### src/rtl/wrr_pkg.sv
package wrr_pkg;

    typedef enum logic [1:0] {
        ST_IDLE   = 2'd0,
        ST_RELOAD = 2'd1,
        ST_BUSY   = 2'd2
    } arb_state_e;

endpackage

### src/rtl/wrr_credit_bank.sv
module wrr_credit_bank #(
    parameter int N_REQ = 8,
    parameter int W_W   = 4,
    localparam int IW   = (N_REQ > 1) ? $clog2(N_REQ) : 1
) (
    input  logic                   clk,
    input  logic                   rst_n,
    input  logic                   load,
    input  logic                   dec,
    input  logic [IW-1:0]          dec_idx,
    input  logic [N_REQ*W_W-1:0]   weight,
    output logic [N_REQ-1:0]       has_credit
);

    for (genvar g = 0; g < N_REQ; g++) begin : g_slot
        logic [W_W-1:0] cnt;

        always_ff @(posedge clk or negedge rst_n) begin
            if (!rst_n) begin
                cnt <= '0;
            end else if (load) begin
                cnt <= weight[g*W_W +: W_W];
            end else if (dec && (dec_idx == IW'(g))) begin
                cnt <= cnt - 1'b1;
            end
        end

        assign has_credit[g] = |cnt;
    end

endmodule

### src/rtl/wrr_rr_picker.sv
module wrr_rr_picker #(
    parameter int N_REQ = 8,
    localparam int IW   = (N_REQ > 1) ? $clog2(N_REQ) : 1
) (
    input  logic [N_REQ-1:0] elig,
    input  logic [IW-1:0]    ptr,
    output logic             found,
    output logic [IW-1:0]    win
);

    function automatic logic [IW-1:0] rot(input logic [IW-1:0] base, input int off);
        int s;
        s = int'(base) + off;
        if (s >= N_REQ) s = s - N_REQ;
        return IW'(s);
    endfunction

    // walk from farthest to nearest so the nearest eligible slot wins
    always_comb begin
        found = 1'b0;
        win   = '0;
        for (int k = N_REQ - 1; k >= 0; k--) begin
            if (elig[rot(ptr, k)]) begin
                found = 1'b1;
                win   = rot(ptr, k);
            end
        end
    end

endmodule

### src/rtl/wrr_bus_arbiter.sv
module wrr_bus_arbiter
    import wrr_pkg::*;
#(
    parameter int N_REQ = 8,
    parameter int W_W   = 4,
    localparam int IW   = (N_REQ > 1) ? $clog2(N_REQ) : 1
) (
    input  logic                   clk,
    input  logic                   rst_n,
    input  logic [N_REQ-1:0]       req,
    input  logic [N_REQ*W_W-1:0]   weight,
    input  logic                   xfer_done,
    output logic [N_REQ-1:0]       gnt,
    output logic [IW-1:0]          gnt_idx,
    output logic                   bus_busy
);

    localparam logic [IW-1:0]    LAST_IDX = IW'(N_REQ - 1);
    localparam logic [N_REQ-1:0] ONE_HOT0 = {{(N_REQ-1){1'b0}}, 1'b1};

    arb_state_e          state, state_nx;
    logic [IW-1:0]       ptr;
    logic [N_REQ-1:0]    w_nz;
    logic [N_REQ-1:0]    has_credit;
    logic [N_REQ-1:0]    weighted;
    logic [N_REQ-1:0]    elig;
    logic                found;
    logic [IW-1:0]       win;
    logic                load;
    logic                dec;

    for (genvar g = 0; g < N_REQ; g++) begin : g_wnz
        assign w_nz[g] = |weight[g*W_W +: W_W];
    end

    assign weighted = req & w_nz;
    assign elig     = weighted & has_credit;
    assign load     = (state == ST_RELOAD);
    assign dec      = (state == ST_IDLE) && found;

    wrr_credit_bank #(.N_REQ(N_REQ), .W_W(W_W)) u_credit (
        .clk        (clk),
        .rst_n      (rst_n),
        .load       (load),
        .dec        (dec),
        .dec_idx    (win),
        .weight     (weight),
        .has_credit (has_credit)
    );

    wrr_rr_picker #(.N_REQ(N_REQ)) u_pick (
        .elig  (elig),
        .ptr   (ptr),
        .found (found),
        .win   (win)
    );

    always_comb begin
        state_nx = state;
        unique case (state)
            ST_IDLE: begin
                if (found)          state_nx = ST_BUSY;
                else if (|weighted) state_nx = ST_RELOAD;
            end
            ST_RELOAD:              state_nx = ST_IDLE;
            ST_BUSY: begin
                if (xfer_done)      state_nx = ST_IDLE;
            end
            default:                state_nx = ST_IDLE;
        endcase
    end

    always_ff @(posedge clk or negedge rst_n) begin
        if (!rst_n) state <= ST_IDLE;
        else        state <= state_nx;
    end

    always_ff @(posedge clk or negedge rst_n) begin
        if (!rst_n) begin
            gnt     <= '0;
            gnt_idx <= '0;
            ptr     <= '0;
        end else begin
            unique case (state)
                ST_IDLE: begin
                    if (found) begin
                        gnt     <= ONE_HOT0 << win;
                        gnt_idx <= win;
                        ptr     <= (win == LAST_IDX) ? '0 : win + 1'b1;
                    end
                end
                ST_BUSY: begin
                    if (xfer_done) gnt <= '0;
                end
                default: ;
            endcase
        end
    end

    assign bus_busy = (state == ST_BUSY);

endmodule

### config.mk
export PLATFORM = sky130hd
export DESIGN_NAME = wrr_bus_arbiter
export DESIGN_NICKNAME = d
export VERILOG_FILES = /design/src/rtl/wrr_pkg.sv /design/src/rtl/wrr_credit_bank.sv /design/src/rtl/wrr_rr_picker.sv /design/src/rtl/wrr_bus_arbiter.sv
export SDC_FILE = /design/constraint.sdc
export NUM_CORES = 1
export LEC_CHECK = 0
export ABC_AREA = 0
export BUFFER_PORTS_ARGS = -buffer_cell sky130_fd_sc_hd__buf_2
export CAP_MARGIN = 5
export CORE_AREA = 3 3 83 85
export CTS_BUF_LIST = sky130_fd_sc_hd__clkbuf_2
export DETAILED_ROUTE_END_ITERATION = 10
export DIE_AREA = 0 0 86 88
export PLACE_DENSITY = 0.87
export SLEW_MARGIN = 20
export SYNTH_ARGS = -nofsm -noshare
export SYNTH_HDL_FRONTEND = slang
export SYNTH_SLANG_ARGS = --single-unit
### constraint.sdc
create_clock -name clk -period 11.1 [get_ports clk]
set_input_delay 2.22 -clock clk [delete_from_list [all_inputs] [get_ports clk]]
set_output_delay 2.22 -clock clk [all_outputs]
set_load 0.005 [all_outputs]
==> PnR_summary.wiki <==
{| class="wikitable"
! Metric !! Value
|-
| GRT Overall Usage || 27.5%
|-
| Number of instances resized during post-cts repair || 0
|-
| Post-synthesis register bit count || 48
|-
| Post-detailed-routing wire length || 9870 um
|-
| Chip width || ~86 um
|-
| Area added between synthesis and finish || 10.3%
|-
| Global route total overflow || 0
|-
| Finished Core Util || 65.1%
|-
| DP Worst Slack || roughly 4.8 ns
|-
| Biggest fanout along the worst timing path || 15
|-
| Final setup violation count || 0
|-
| Comb pwr share || 70.2%
|-
| Initial Util || between 50% and 60%
|-
| Area of the mapped netlist || roughly 3700 um^2
|-
| Leak pwr || around 1.8 nW
|-
| TritonCTS clock tree || built
|-
| Post-Place Cell Area || 4020 um^2
|-
| P per Cell Area || between 300 and 400 nW/um^2
|-
| Violation count after the first detailed-route iteration || between 200 and 300
|-
| GRT Max-Usage Layer || met2
|-
| Placer congestion estimate || 0.993
|-
| # rows || 29
|-
| Routed vias/inst || between 6 and 7
|-
| RSZ-0062 raised after global routing || false
|-
| Fmax || 170 MHz
|-
| Post-CTS setup repair buffer count || 0
|-
| Pin count of the biggest net entering global routing || 49
|-
| Total nets after synthesis || ~460
|-
| YS warnings || 0
|-
| Number of flops mapped to enable cells by yosys || 0
|-
| Overall via count from detail_route || 3466
|-
| Simple-gate share of the synthesized area || 18.4%
|-
| Largest family of logic cells by synthesized area || compound AO/OA/AOI/OAI gates
|-
| Reg2Reg Launch Point || ptr[0]
|-
| Chip Height || 88 um
|-
| Met3 Resource Use GR || 3.48%
|-
| Final min period || between 5 and 6 ns
|-
| Quantity of I/O buffers inserted on ports || 54
|-
| Max cap viols || 0
|-
| Mean instance size in the synthesized netlist || 9.17 um^2
|-
| Number of buffers created by CTS || 5
|-
| CTS clk-pin slew, worst paths || 0.25 ns
|-
| CP Data Required Time || around 11 ns
|-
| Share of layout cells above drive strength 1 || 23.5%
|-
| Antenna violations before repair || 0
|-
| Highest ir drop seen on vdd || 0.231 mV
|-
| Share of the synthesized area in compound gates (AO/OA/AOI/OAI) || 22.6%
|-
| Wire length of the first global-routing pass || approximately 17000 um
|-
| Net switching power || 756 uW
|-
| H-tree depth || 2
|-
| XOR/XNOR share of the synthesized area || 4.73%
|-
| Vias in the first global route || 3408
|-
| Fin Clk Skew || 0.0140 ns
|-
| Setup slack on the worst flop-to-flop path || just over 6 ns
|-
| Worst r2r dst || u_credit.g_slot[1].cnt[2]
|-
| Worst Hold Slack || 0.511 ns
|-
| Measured slew at the worst slew-check pin || 0.894 ns
|-
| Yosys cell types || 53
|-
| Final antenna-violating net count || 0
|-
| R2r worst-path depth || 13
|-
| Quantity of hold-fixing buffers added after cts || 0
|-
| Share of total power consumed by net switching || 51.9%
|-
| WS Path Type || input pin to flip-flop
|-
| Hold WC Path Type || flip-flop to flip-flop
|-
| Area contributors post-synth || dfrtp_1 (32%), mux4_2 (8.5%), ha_1 (4.7%)
|-
| Startpoint Class || input pin
|-
| Result of the run || finished clean
|-
| Most frequently used flop master after synthesis || dfrtp_1
|-
| Clock root cell || clkbuf_2
|-
| Final Hold Fails || 0
|-
| CTS Buffer Depth || 2
|-
| Data arrival time at the worst-slack endpoint || 6.22 ns
|-
| Power Internal || 702 uW
|-
| Area of all placed cells without fillers || 4090 um^2
|-
| Post-layout nets || 503
|-
| Worst-Skew Late Latency || 0.43 ns
|-
| CP Capture Type || flip-flop
|-
| Hold-critical path depth || 1
|-
| Count of boundary I/O pins || 55
|-
| Fraction of synthesized cell area taken by the top area cell type || between 30% and 40%
|-
| Drt drc || 0
|-
| Synth area leader || dfrtp_1
|-
| End point of the worst hold path || gnt[1]
|-
| Routed len/inst || 18.8 um
|-
| Drt pass-1 iters || 5
|-
| Sum of negative setup slack || 0 ns
|-
| Standard cell core area || 6280 um^2
|-
| Min-Delay Startpoint || gnt[1]
|-
| Clock Power Share || between 6 and 7%
|-
| Share of synthesized area spent on multiplexers || 12.2%
|-
| CTS Sinks || 48
|-
| Sequential share of the synthesized area || 32.4%
|-
| Worst relative slew slack || 40.4%
|-
| Post-DP HPWL || between 7000 and 8000 um
|-
| Adder and majority gate portion of the synthesized area || 4.73%
|-
| Final worst-path cycle share || 53.0%
|-
| Share of flip-flops with an asynchronous set or reset || 100%
|-
| Proportion of power drawn by flip-flops and latches || 23.2%
|-
| Met1 track demand over resource in global routing || 36.5%
|-
| Antenna cells || 0
|-
| Met2 track utilization from global routing || 46.7%
|-
| Max Slew Vio Count || 0
|-
| Worst-case setup margin in the final layout || 5.21 ns
|-
| Cell count after synthesis || 404
|-
| Die area || between 7000 and 8000 um^2
|}
## registers in the layout, indices dropped and copies added, names as in the netlist
register	cells
state	2
gnt_idx	3
u_credit.g_slot.cnt	32
ptr	3
gnt	8
## layout by cell type (no fill, tap or decap), types with 5 or more instances in the layout
| cell | count |
|---|---|
| mux4_2 | 14 |
| o21ai_1 | 7 |
| clkbuf_2 | 6 |
| nand2b_1 | 5 |
| xor2_1 | 8 |
| o21ai_0 | 19 |
| o2111ai_1 | 5 |
| nor3b_1 | 5 |
| nor2_1 | 38 |
| nor4_1 | 7 |
| buf_4 | 5 |
| a21oi_1 | 18 |
| nand3_1 | 5 |
| dfrtp_1 | 48 |
| buf_2 | 53 |
| nand2_1 | 40 |
| inv_1 | 20 |
| a31oi_1 | 11 |
| ha_1 | 14 |
| or3_1 | 7 |
| xnor2_1 | 12 |
| nor3_1 | 10 |
| nand4_1 | 7 |
| a21o_1 | 6 |
| mux2i_1 | 7 |
| mux2_2 | 6 |
| o41ai_2 | 5 |
## Yosys cell counts, drive strengths merged, types with 3 or more instances
cell type	number
clkbuf	19
a31o	4
inv	22
a21oi	18
o41ai	11
nor4	7
dfrtp	48
nor3	10
mux4	14
a31oi	11
ha	14
or3	7
a211oi	3
xnor2	12
o311ai	5
o21a	3
mux2	6
o2111ai	5
nor2	40
mux2i	7
a22oi	3
a21o	6
nand3	5
xor2	8
nand2	40
or4	3
nor3b	5
o21ai	26
o31ai	3
nand4	7
and2	4
nand2b	5
buf	4
## metrics by stage
step | total power [mW] | instances
6_report | 1.46 | 524
2_1_floorplan | 1.09 | 404
4_1_cts | 1.43 | 524
3_5_place_dp | 1.33 | 516
3_3_place_gp | 1.28 | 516
5_1_grt | 1.58 | 524
## logic make-up after synthesis
group	count (synthesis)
multiplexers	27
adder cells (fa/ha/maj)	14
XOR/XNOR	20
buffers and inverters	47
flip-flops	48
AO/OA/AOI/OAI	108
AND/OR/NAND/NOR	140
## cell type report
class	count	area, um^2
multi-input cells	309	2330
fillers	510	2190
flip-flops and latches	48	1200
repair buffers	58	303
well taps	77	96.3
inverters	24	90.1
clock inverters	2	35.0
clock buffers	6	30.0
## metal layers
metal | part of all wire, % | wire, um | vias to the layer above
met5 | 0 | 0 | -
li1 | - | - | 1587
met3 | 7.8 | 771 | 28
met2 | 49 | 4810 | 176
met1 | 41 | 4020 | 1675
met4 | 2.7 | 271 | 0
## how the worst max path moves through the flow
stage,start,endpoint,slack (ns),cells after the start
after floorplan,weight[20],u_credit.g_slot[2].cnt[0],5.60,13
after global placement,weight[4],u_credit.g_slot[2].cnt[0],4.95,13
after detailed placement,weight[4],u_credit.g_slot[2].cnt[0],4.84,13
after CTS,weight[4],u_credit.g_slot[2].cnt[0],5.30,13
after global routing,weight[8],u_credit.g_slot[1].cnt[2],4.99,14
final,weight[8],u_credit.g_slot[1].cnt[2],5.21,14
## power groups by stage
stage	sequential (mW)	combinational (mW)	clock, mW
2_1_floorplan	0.299	0.787	0
3_3_place_gp	0.334	0.949	0
3_5_place_dp	0.338	0.995	0
4_1_cts	0.334	1.00	0.0980
5_1_grt	0.347	1.13	0.106
6_report	0.338	1.02	0.0972
## critical path, stage by stage
cell	delay, ns
buf_2	0.11
o41ai_2	0.51
a21oi_1	0.20
mux2_2	0.37
mux4_2	0.49
o21a_1	0.22
o311ai_1	0.47
a32oi_4	0.23
inv_2	0.23
ha_1	0.24
nand2_1	0.16
nor4b_1	0.48
xnor2_1	0.20
o21ai_1	0.08
No activity file was read; power rests on OpenSTA's default activity.
